`src/rtl/cmdx_pkg.sv`:
```
package cmdx_pkg;

  localparam logic [7:0] OP_NOP     = 8'h00;
  localparam logic [7:0] OP_WRITE   = 8'h01;
  localparam logic [7:0] OP_WAITUS  = 8'h02;
  localparam logic [7:0] OP_WAITVB  = 8'h04;
  localparam logic [7:0] OP_WIN_IN  = 8'h05;
  localparam logic [7:0] OP_WIN_OUT = 8'h06;
  localparam logic [7:0] OP_BURST   = 8'h09;

  localparam logic [1:0] SEL_HEAD  = 2'd0;
  localparam logic [1:0] SEL_TAIL  = 2'd1;
  localparam logic [1:0] SEL_CTRL  = 2'd2;
  localparam logic [1:0] SEL_CLEAR = 2'd3;

  typedef enum logic [2:0] {
    ST_IDLE, ST_FETCH, ST_BURST, ST_WAITUS, ST_WAITVB, ST_WIN_IN, ST_WIN_OUT
  } state_e;

  typedef struct packed {
    logic loadPtr;
    logic step2;
    logic loadInst;
    logic issueDirect;
    logic issueBurst;
    logic decCnt;
    logic tickUs;
    logic setErr;
    logic finish;
  } strobe_t;

endpackage

```
`src/rtl/cmdx_ctrl.sv`:
```
module cmdx_ctrl
  import cmdx_pkg::*;
(
  input  logic       clk,
  input  logic       rstN,
  input  logic [7:0] opcode,
  input  logic       instZeroCnt,
  input  logic       cntZero,
  input  logic       cntOne,
  input  logic       inWin,
  input  logic       atTail,
  input  logic       startReq,
  input  logic       haltReq,
  input  logic       vblankPulse,
  output strobe_t    stb,
  output logic       busy
);

  state_e state, stateNext;

  always_ff @(posedge clk) begin
    if (!rstN) state <= ST_IDLE;
    else       state <= stateNext;
  end

  assign busy = (state != ST_IDLE);

  always_comb begin
    stb       = '0;
    stateNext = state;
    if (haltReq && state != ST_IDLE) begin
      stateNext = ST_IDLE;
    end else begin
      unique case (state)
        ST_IDLE: begin
          if (startReq) begin
            stb.loadPtr = 1'b1;
            stateNext   = ST_FETCH;
          end
        end
        ST_FETCH: begin
          if (atTail) begin
            stb.finish = 1'b1;
            stateNext  = ST_IDLE;
          end else begin
            case (opcode)
              OP_NOP:   stb.step2 = 1'b1;
              OP_WRITE: begin
                stb.issueDirect = 1'b1;
                stb.step2       = 1'b1;
              end
              OP_BURST: begin
                stb.step2 = 1'b1;
                if (!instZeroCnt) begin
                  stb.loadInst = 1'b1;
                  stateNext    = ST_BURST;
                end
              end
              OP_WAITUS: begin
                stb.loadInst = 1'b1;
                stateNext    = ST_WAITUS;
              end
              OP_WAITVB: begin
                stb.loadInst = 1'b1;
                stateNext    = ST_WAITVB;
              end
              OP_WIN_IN: begin
                stb.loadInst = 1'b1;
                stateNext    = ST_WIN_IN;
              end
              OP_WIN_OUT: begin
                stb.loadInst = 1'b1;
                stateNext    = ST_WIN_OUT;
              end
              default: begin
                stb.setErr = 1'b1;
                stb.step2  = 1'b1;
              end
            endcase
          end
        end
        ST_BURST: begin
          stb.issueBurst = 1'b1;
          if (cntOne) stateNext = ST_FETCH;
        end
        ST_WAITUS: begin
          if (cntZero) begin
            stb.step2 = 1'b1;
            stateNext = ST_FETCH;
          end else begin
            stb.tickUs = 1'b1;
          end
        end
        ST_WAITVB: begin
          if (cntZero) begin
            stb.step2 = 1'b1;
            stateNext = ST_FETCH;
          end else if (vblankPulse) begin
            stb.decCnt = 1'b1;
          end
        end
        ST_WIN_IN: begin
          if (inWin) begin
            stb.step2 = 1'b1;
            stateNext = ST_FETCH;
          end
        end
        ST_WIN_OUT: begin
          if (!inWin) begin
            stb.step2 = 1'b1;
            stateNext = ST_FETCH;
          end
        end
        default: stateNext = ST_IDLE;
      endcase
    end
  end

endmodule

```
`src/rtl/cmdx_dpath.sv`:
```
module cmdx_dpath
  import cmdx_pkg::*;
#(
  parameter int MEM_WORDS  = 64,
  parameter int CNT_W      = 16,
  parameter int CLK_PER_US = 4,
  parameter int SL_W       = 13,
  localparam int AW    = $clog2(MEM_WORDS),
  localparam int PRE_W = (CLK_PER_US > 1) ? $clog2(CLK_PER_US) : 1
)(
  input  logic            clk,
  input  logic            rstN,
  input  logic            memWe,
  input  logic [AW-1:0]   memAddr,
  input  logic [31:0]     memWdata,
  input  logic            ctlWe,
  input  logic [1:0]      ctlSel,
  input  logic [AW-1:0]   ctlWdata,
  input  logic [SL_W-1:0] scanLine,
  input  strobe_t         stb,
  output logic [7:0]      opcode,
  output logic            instZeroCnt,
  output logic            cntZero,
  output logic            cntOne,
  output logic            inWin,
  output logic            atTail,
  output logic            startReq,
  output logic            haltReq,
  output logic            regWe,
  output logic [19:0]     regAddr,
  output logic [31:0]     regData,
  output logic [3:0]      regBe,
  output logic            donePulse,
  output logic            doneIrq,
  output logic            errFlag
);

  logic [31:0]      mem [MEM_WORDS];
  logic [AW-1:0]    ptr, head, tail, ptrNext, ptrPad;
  logic [31:0]      word0, word1;
  logic [CNT_W-1:0] cnt;
  logic [PRE_W-1:0] pre;
  logic [19:0]      burstAddr, winLo, winHi, scanExt;
  logic             enable, usWrap, cntDec, clrDone, clrErr;

  always_ff @(posedge clk) begin
    if (memWe) mem[memAddr] <= memWdata;
  end

  assign ptrNext = ptr + AW'(1);
  assign ptrPad  = ptrNext + AW'(ptrNext[0]);
  assign word0   = mem[ptr];
  assign word1   = mem[ptrNext];

  assign opcode      = word1[31:24];
  assign instZeroCnt = (word0[CNT_W-1:0] == '0);
  assign cntZero     = (cnt == '0);
  assign cntOne      = (cnt == CNT_W'(1));
  assign atTail      = (ptr == tail);
  assign usWrap      = (pre == PRE_W'(CLK_PER_US - 1));
  assign cntDec      = stb.decCnt | stb.issueBurst | (stb.tickUs & usWrap);

  assign scanExt = 20'(scanLine);
  assign inWin   = (scanExt >= winLo) && (scanExt <= winHi);

  assign startReq = ctlWe && (ctlSel == SEL_TAIL) && enable;
  assign haltReq  = ctlWe && (ctlSel == SEL_CTRL) && (ctlWdata[1:0] == 2'b11);
  assign clrDone  = ctlWe && (ctlSel == SEL_CLEAR) && ctlWdata[0];
  assign clrErr   = ctlWe && (ctlSel == SEL_CLEAR) && ctlWdata[1];

  // host-visible pointers and enable
  always_ff @(posedge clk) begin
    if (!rstN) begin
      head   <= '0;
      tail   <= '0;
      enable <= 1'b0;
    end else if (ctlWe) begin
      case (ctlSel)
        SEL_HEAD: head   <= {ctlWdata[AW-1:1], 1'b0};
        SEL_TAIL: tail   <= {ctlWdata[AW-1:1], 1'b0};
        SEL_CTRL: enable <= ctlWdata[0];
        default:  ;
      endcase
    end
  end

  // fetch pointer, counters and latched operands
  always_ff @(posedge clk) begin
    if (!rstN) begin
      ptr       <= '0;
      cnt       <= '0;
      pre       <= '0;
      burstAddr <= '0;
      winLo     <= '0;
      winHi     <= '0;
    end else begin
      if (stb.loadPtr)         ptr <= head;
      else if (stb.step2)      ptr <= ptr + AW'(2);
      else if (stb.issueBurst) ptr <= cntOne ? ptrPad : ptrNext;

      if (stb.loadInst) begin
        cnt       <= word0[CNT_W-1:0];
        pre       <= '0;
        burstAddr <= word1[19:0];
        winLo     <= word0[19:0];
        winHi     <= {word1[7:0], word0[31:20]};
      end else begin
        if (cntDec) cnt <= cnt - CNT_W'(1);
        if (stb.tickUs) pre <= usWrap ? '0 : pre + PRE_W'(1);
      end
    end
  end

  // register master port and status
  always_ff @(posedge clk) begin
    if (!rstN) begin
      regWe     <= 1'b0;
      regAddr   <= '0;
      regData   <= '0;
      regBe     <= '0;
      donePulse <= 1'b0;
      doneIrq   <= 1'b0;
      errFlag   <= 1'b0;
    end else begin
      regWe     <= stb.issueDirect | stb.issueBurst;
      donePulse <= stb.finish;
      if (stb.issueDirect) begin
        regAddr <= word1[19:0];
        regData <= word0;
        regBe   <= word1[23:20];
      end else if (stb.issueBurst) begin
        regAddr <= burstAddr;
        regData <= word0;
        regBe   <= 4'hF;
      end
      if (stb.finish)   doneIrq <= 1'b1;
      else if (clrDone) doneIrq <= 1'b0;
      if (stb.setErr)   errFlag <= 1'b1;
      else if (clrErr)  errFlag <= 1'b0;
    end
  end

endmodule

```
`src/rtl/cmdstream_exec.sv`:
```
module cmdstream_exec
  import cmdx_pkg::*;
#(
  parameter int MEM_WORDS  = 64,
  parameter int CNT_W      = 16,
  parameter int CLK_PER_US = 4,
  parameter int SL_W       = 13,
  localparam int AW = $clog2(MEM_WORDS)
)(
  input  logic            clk,
  input  logic            rstN,
  input  logic            memWe,
  input  logic [AW-1:0]   memAddr,
  input  logic [31:0]     memWdata,
  input  logic            ctlWe,
  input  logic [1:0]      ctlSel,
  input  logic [AW-1:0]   ctlWdata,
  input  logic [SL_W-1:0] scanLine,
  input  logic            vblankPulse,
  output logic            busy,
  output logic            donePulse,
  output logic            doneIrq,
  output logic            errFlag,
  output logic            regWe,
  output logic [19:0]     regAddr,
  output logic [31:0]     regData,
  output logic [3:0]      regBe
);

  strobe_t    stb;
  logic [7:0] opcode;
  logic       instZeroCnt, cntZero, cntOne, inWin, atTail, startReq, haltReq;

  cmdx_ctrl i_ctrl (
    .clk(clk), .rstN(rstN), .opcode(opcode), .instZeroCnt(instZeroCnt),
    .cntZero(cntZero), .cntOne(cntOne), .inWin(inWin), .atTail(atTail),
    .startReq(startReq), .haltReq(haltReq), .vblankPulse(vblankPulse),
    .stb(stb), .busy(busy)
  );

  cmdx_dpath #(
    .MEM_WORDS(MEM_WORDS), .CNT_W(CNT_W), .CLK_PER_US(CLK_PER_US), .SL_W(SL_W)
  ) i_dpath (
    .clk(clk), .rstN(rstN), .memWe(memWe), .memAddr(memAddr), .memWdata(memWdata),
    .ctlWe(ctlWe), .ctlSel(ctlSel), .ctlWdata(ctlWdata), .scanLine(scanLine),
    .stb(stb), .opcode(opcode), .instZeroCnt(instZeroCnt), .cntZero(cntZero),
    .cntOne(cntOne), .inWin(inWin), .atTail(atTail), .startReq(startReq),
    .haltReq(haltReq), .regWe(regWe), .regAddr(regAddr), .regData(regData),
    .regBe(regBe), .donePulse(donePulse), .doneIrq(doneIrq), .errFlag(errFlag)
  );

endmodule

```
`config.mk`:
```
export PLATFORM = sky130hd
export DESIGN_NAME = cmdstream_exec
export DESIGN_NICKNAME = d
export VERILOG_FILES = /design/src/rtl/cmdx_pkg.sv /design/src/rtl/cmdx_ctrl.sv /design/src/rtl/cmdx_dpath.sv /design/src/rtl/cmdstream_exec.sv
export SDC_FILE = /design/constraint.sdc
export NUM_CORES = 2
export LEC_CHECK = 0
export BUFFER_PORTS_ARGS = -buffer_cell sky130_fd_sc_hd__buf_4
export CORE_AREA = 2 2 413 415
export CTS_BUF_LIST = sky130_fd_sc_hd__clkbuf_4
export DETAILED_ROUTE_END_ITERATION = 16
export DIE_AREA = 0 0 415 417
export PLACE_DENSITY = 0.77
export SETUP_SLACK_MARGIN = 0.3
export SLEW_MARGIN = 20
export SYNTH_ARGS = -nofsm -noshare
export SYNTH_HDL_FRONTEND = slang
export SYNTH_SLANG_ARGS = --single-unit
export TNS_END_PERCENT = 100
```
`constraint.sdc`:
```
create_clock -name clk -period 6.84 [get_ports clk]
set_clock_uncertainty 0.15 [all_clocks]
set_input_delay 1.026 -clock clk [delete_from_list [all_inputs] [get_ports clk]]
set_output_delay 1.026 -clock clk [all_outputs]
set_load 0.005 [all_outputs]
```
==> qor.yml <==
floorplanning:
  die-width_microns: 415
  rows: 151
  start_util_pct: 59.75
  ioPinCount: 125
  die_y_microns: 417
  core_area_sq_um: 168500
  dieArea_sq_um: 173100
sta:
  setup_viol: 0
  hold_viol_final: 0
  rsz0062_at_grt: "false"
  fin_tns_setup_ps: 0
  max_slew_margin_pct: 17.58
  layout_min_cycle_time_ps: 5860
  fin_hold_ws_ps: 112.0
  timing.final.crit_share_pct: 85.67
  timing.fmax_mhz: 170.7
  tightest_slew_ps: 1225
  finalMaxSlewViolations: 0
drt:
  route.antenna.remaining_nets: 0
  drt_iter0_drc: 10543
  drc: 0
  dr.pass1.iters: 6
  vias: 61590
  wl_per_cell_microns: 38.48
  via_per_inst: 7.469
  totalWireLength_microns: 317300
power:
  vdd_drop_max_mv: 0.2503
  p_int_mw: 21.22
  clkPwrFrac_pct: 40.3
  power.density_nw_per_um2: 246.4
  netSwitchingFraction_pct: 23.30
  seqPwrFrac_pct: 53.8
  netSwitchingPower_mw: 6.446
  power_leakage_nw: 34.82
  power.total_mw: 27.67
  power_frac_comb_pct: 5.9
place:
  dpl_cell_area_sq_um: 104800
  portBuffers: 124
  hpwl_microns: 183700
  gp_congestion: 0.9289
critical_path:
  worstSetupPathType: "register to register"
  cp_data_required_time_ps: 8040
  start_kind: "register"
  critical_path_arrival_ps: 7060
  cp-end-kind: "register"
  crit_fanout: 35
logic_synthesis:
  yosys_warnings: 0
  synth_area_sq_um: 100700
  ys_seq_area_share_pct: 64.18
  synthTopCellsByArea: "edfxtp_1 61%, mux4_2 26%, dfxtp_1 3.1%"
  synthDistinctLibCells: 84
  synth.most_common_cell: "edfxtp_1"
  ys_seq_elements: 2204
  synth_edf_count: 2048
  synthTopCellsByCount: "2048 x edfxtp_1, 1173 x mux4_2, 252 x nand2_1, 181 x clkbuf_1, 181 x nor2_1"
  synth_top_area_cell: "edfxtp_1"
  avgSynthCellArea_sq_um: 19.81
  synth_top_area_share_pct: 61.07
  synth-main-ff-cell: "edfxtp_1"
  async_flop_share_pct: 0
  syn_inst: 5084
  syn_nets: 5180
global_route:
  globalRouteOverflowTotal: 0
  grt_start_max_net_pins: 128
  grt_pass1_vias: 61236
  antenna_found_initial: 14
  grt.total_usage_pct: 36.99
  grt_pass1_wl_microns: 446800
clocking:
  clk_path_buf_depth: 4
  cts_tree: "yes"
  cts_resized: 0
  root_buffer: "clkbuf_4"
  cts.sinks: 2204
  cts_buffers: 578
  clk_latency_ps: 1490
  post_cts_buffers: 0
  cts_hold_buf: 54
  clkTransAtPathRegs_ps: 60
  cts.htree.levels: 6
layout:
  fin_util_pct: 66.62
  stdcell_area_sq_um: 112300
  nets: 5733
  drive_gt1_share_pct: 40.69
  synthToLayoutAreaGrowth_pct: 11.49
hold_path:
  worstHoldPathType: "primary input to register"
flow_run:
  maxCapViolCount: 0
outcome:
  status: "complete, no violations"
## state kept, by name (all words and copies together) (netlist names), 2 cells and up, named ones only
register           count
i_dpath.burstAddr     13
i_dpath.tail           5
i_dpath.regData       32
i_dpath.regAddr       20
i_dpath.mem         2048
i_dpath.winHi         19
i_ctrl.state           3
i_dpath.pre            2
i_dpath.winLo         20
i_dpath.head           5
i_dpath.cnt           16
i_dpath.ptr            6
i_dpath.regBe          4
## cell type report
| type | count | area [sq um] |
|---|---|---|
| tap | 2218 | 2775 |
| clock buffer | 815 | 6118 |
| multi-input combinational | 2468 | 34810 |
| timing repair buffer | 341 | 2928 |
| inverter | 44 | 170.2 |
| fill | 10919 | 56260 |
| antenna | 12 | 30.03 |
| sequential | 2204 | 64650 |
| clock inverter | 144 | 785.8 |
## path summary, 6_finish.rpt
check,cells past startpoint,from,endpoint,slack [ps]
worst min-delay path,4,memAddr[1],i_dpath.mem[44][17],110
worst max-delay path,12,register,i_dpath.winLo[1],980
worst max register to register,12,register,i_dpath.winLo[1],980
worst min register to register,2,i_dpath.regData[10],i_dpath.regData[10],300
## worst max-delay path, cell delays in order (launching register included)
cell and delay (ps):
dfxtp_4 890, buf_12 360, nor2b_1 970, a22oi_1 240, nand3_1 190, nand4_1 110, or4_1 740, nor3_1 340
nand4_1 330, a21boi_4 700, buf_4 350, o21ai_0 130, a21oi_1 150
## cells by family (layout without fill, tap and decap cells)
family | Yosys count | after routing | synth area share (%)
and+or+nand+nor | 744 | 744 | 3.467
AOI/OAI and AO/OA | 386 | 386 | 2.576
other | 0 | 12 | 0
DFF | 2204 | 2204 | 64.18
buffers and inverters | 412 | 1344 | 1.835
xor gates and xnor gates | 21 | 21 | 0.1827
muxes | 1285 | 1285 | 27.37
adders and majority gates | 32 | 32 | 0.3976
## stage by stage
stage,std cells,setup WS (ps)
finish,8246,980.3
global route,8243,634.5
CTS,8234,1107
detailed placement,7221,1142
global placement,7218,1212
floorplan,5084,1839
## layer usage
metal | share of wire [%] | track usage [%]
met1 | 32 | 49.46
met2 | 44 | 53.23
met3 | 18 | 15.18
met4 | 5.6 | 18.11
met5 | 0.049 | 0.1667
## power groups by stage
stage	registers [mW]	logic (mW)	clock network, mW
2_1_floorplan	15.1	0.923	0
4_1_cts	14.9	1.58	11.2
6_report	14.9	1.63	11.2
3_5_place_dp	15.2	1.55	0
5_1_grt	14.9	1.68	11.9
3_3_place_gp	15.2	1.53	0
## cells in the final DEF, fill, tap and decap left out, types with 10 or more instances in the layout
cell type | Yosys | routed
a21oi_1 | 112 | 112
ha_1 | 32 | 31
a211oi_1 | 13 | 13
inv_2 | 1 | 14
nand3b_1 | 10 | 10
a22oi_1 | 62 | 62
nor3_1 | 64 | 62
mux4_2 | 1173 | 1173
dfxtp_1 | 156 | 149
or2_2 | 15 | 15
clkbuf_4 | 0 | 815
nand4_1 | 24 | 24
a31oi_1 | 14 | 14
edfxtp_1 | 2048 | 2048
nor2_1 | 181 | 116
a21o_1 | 11 | 11
clkinv_2 | 0 | 21
o211ai_1 | 16 | 16
nor2b_1 | 22 | 22
xnor2_1 | 14 | 11
o21ai_0 | 51 | 50
inv_1 | 40 | 40
or3_1 | 12 | 12
clkinv_1 | 3 | 101
o31ai_1 | 11 | 11
buf_4 | 19 | 269
and3_1 | 11 | 10
diode_2 | 0 | 12
mux2_2 | 14 | 14
nand3_1 | 55 | 55
mux2i_1 | 98 | 98
nand2_1 | 252 | 252
nand2b_1 | 12 | 12
nor4_1 | 42 | 41
nor2_4 | 0 | 63
dlygate4sd3_1 | 0 | 54
and2_1 | 13 | 13
buf_12 | 0 | 17
o22ai_1 | 10 | 10
(Power assumes the default switching activity.)
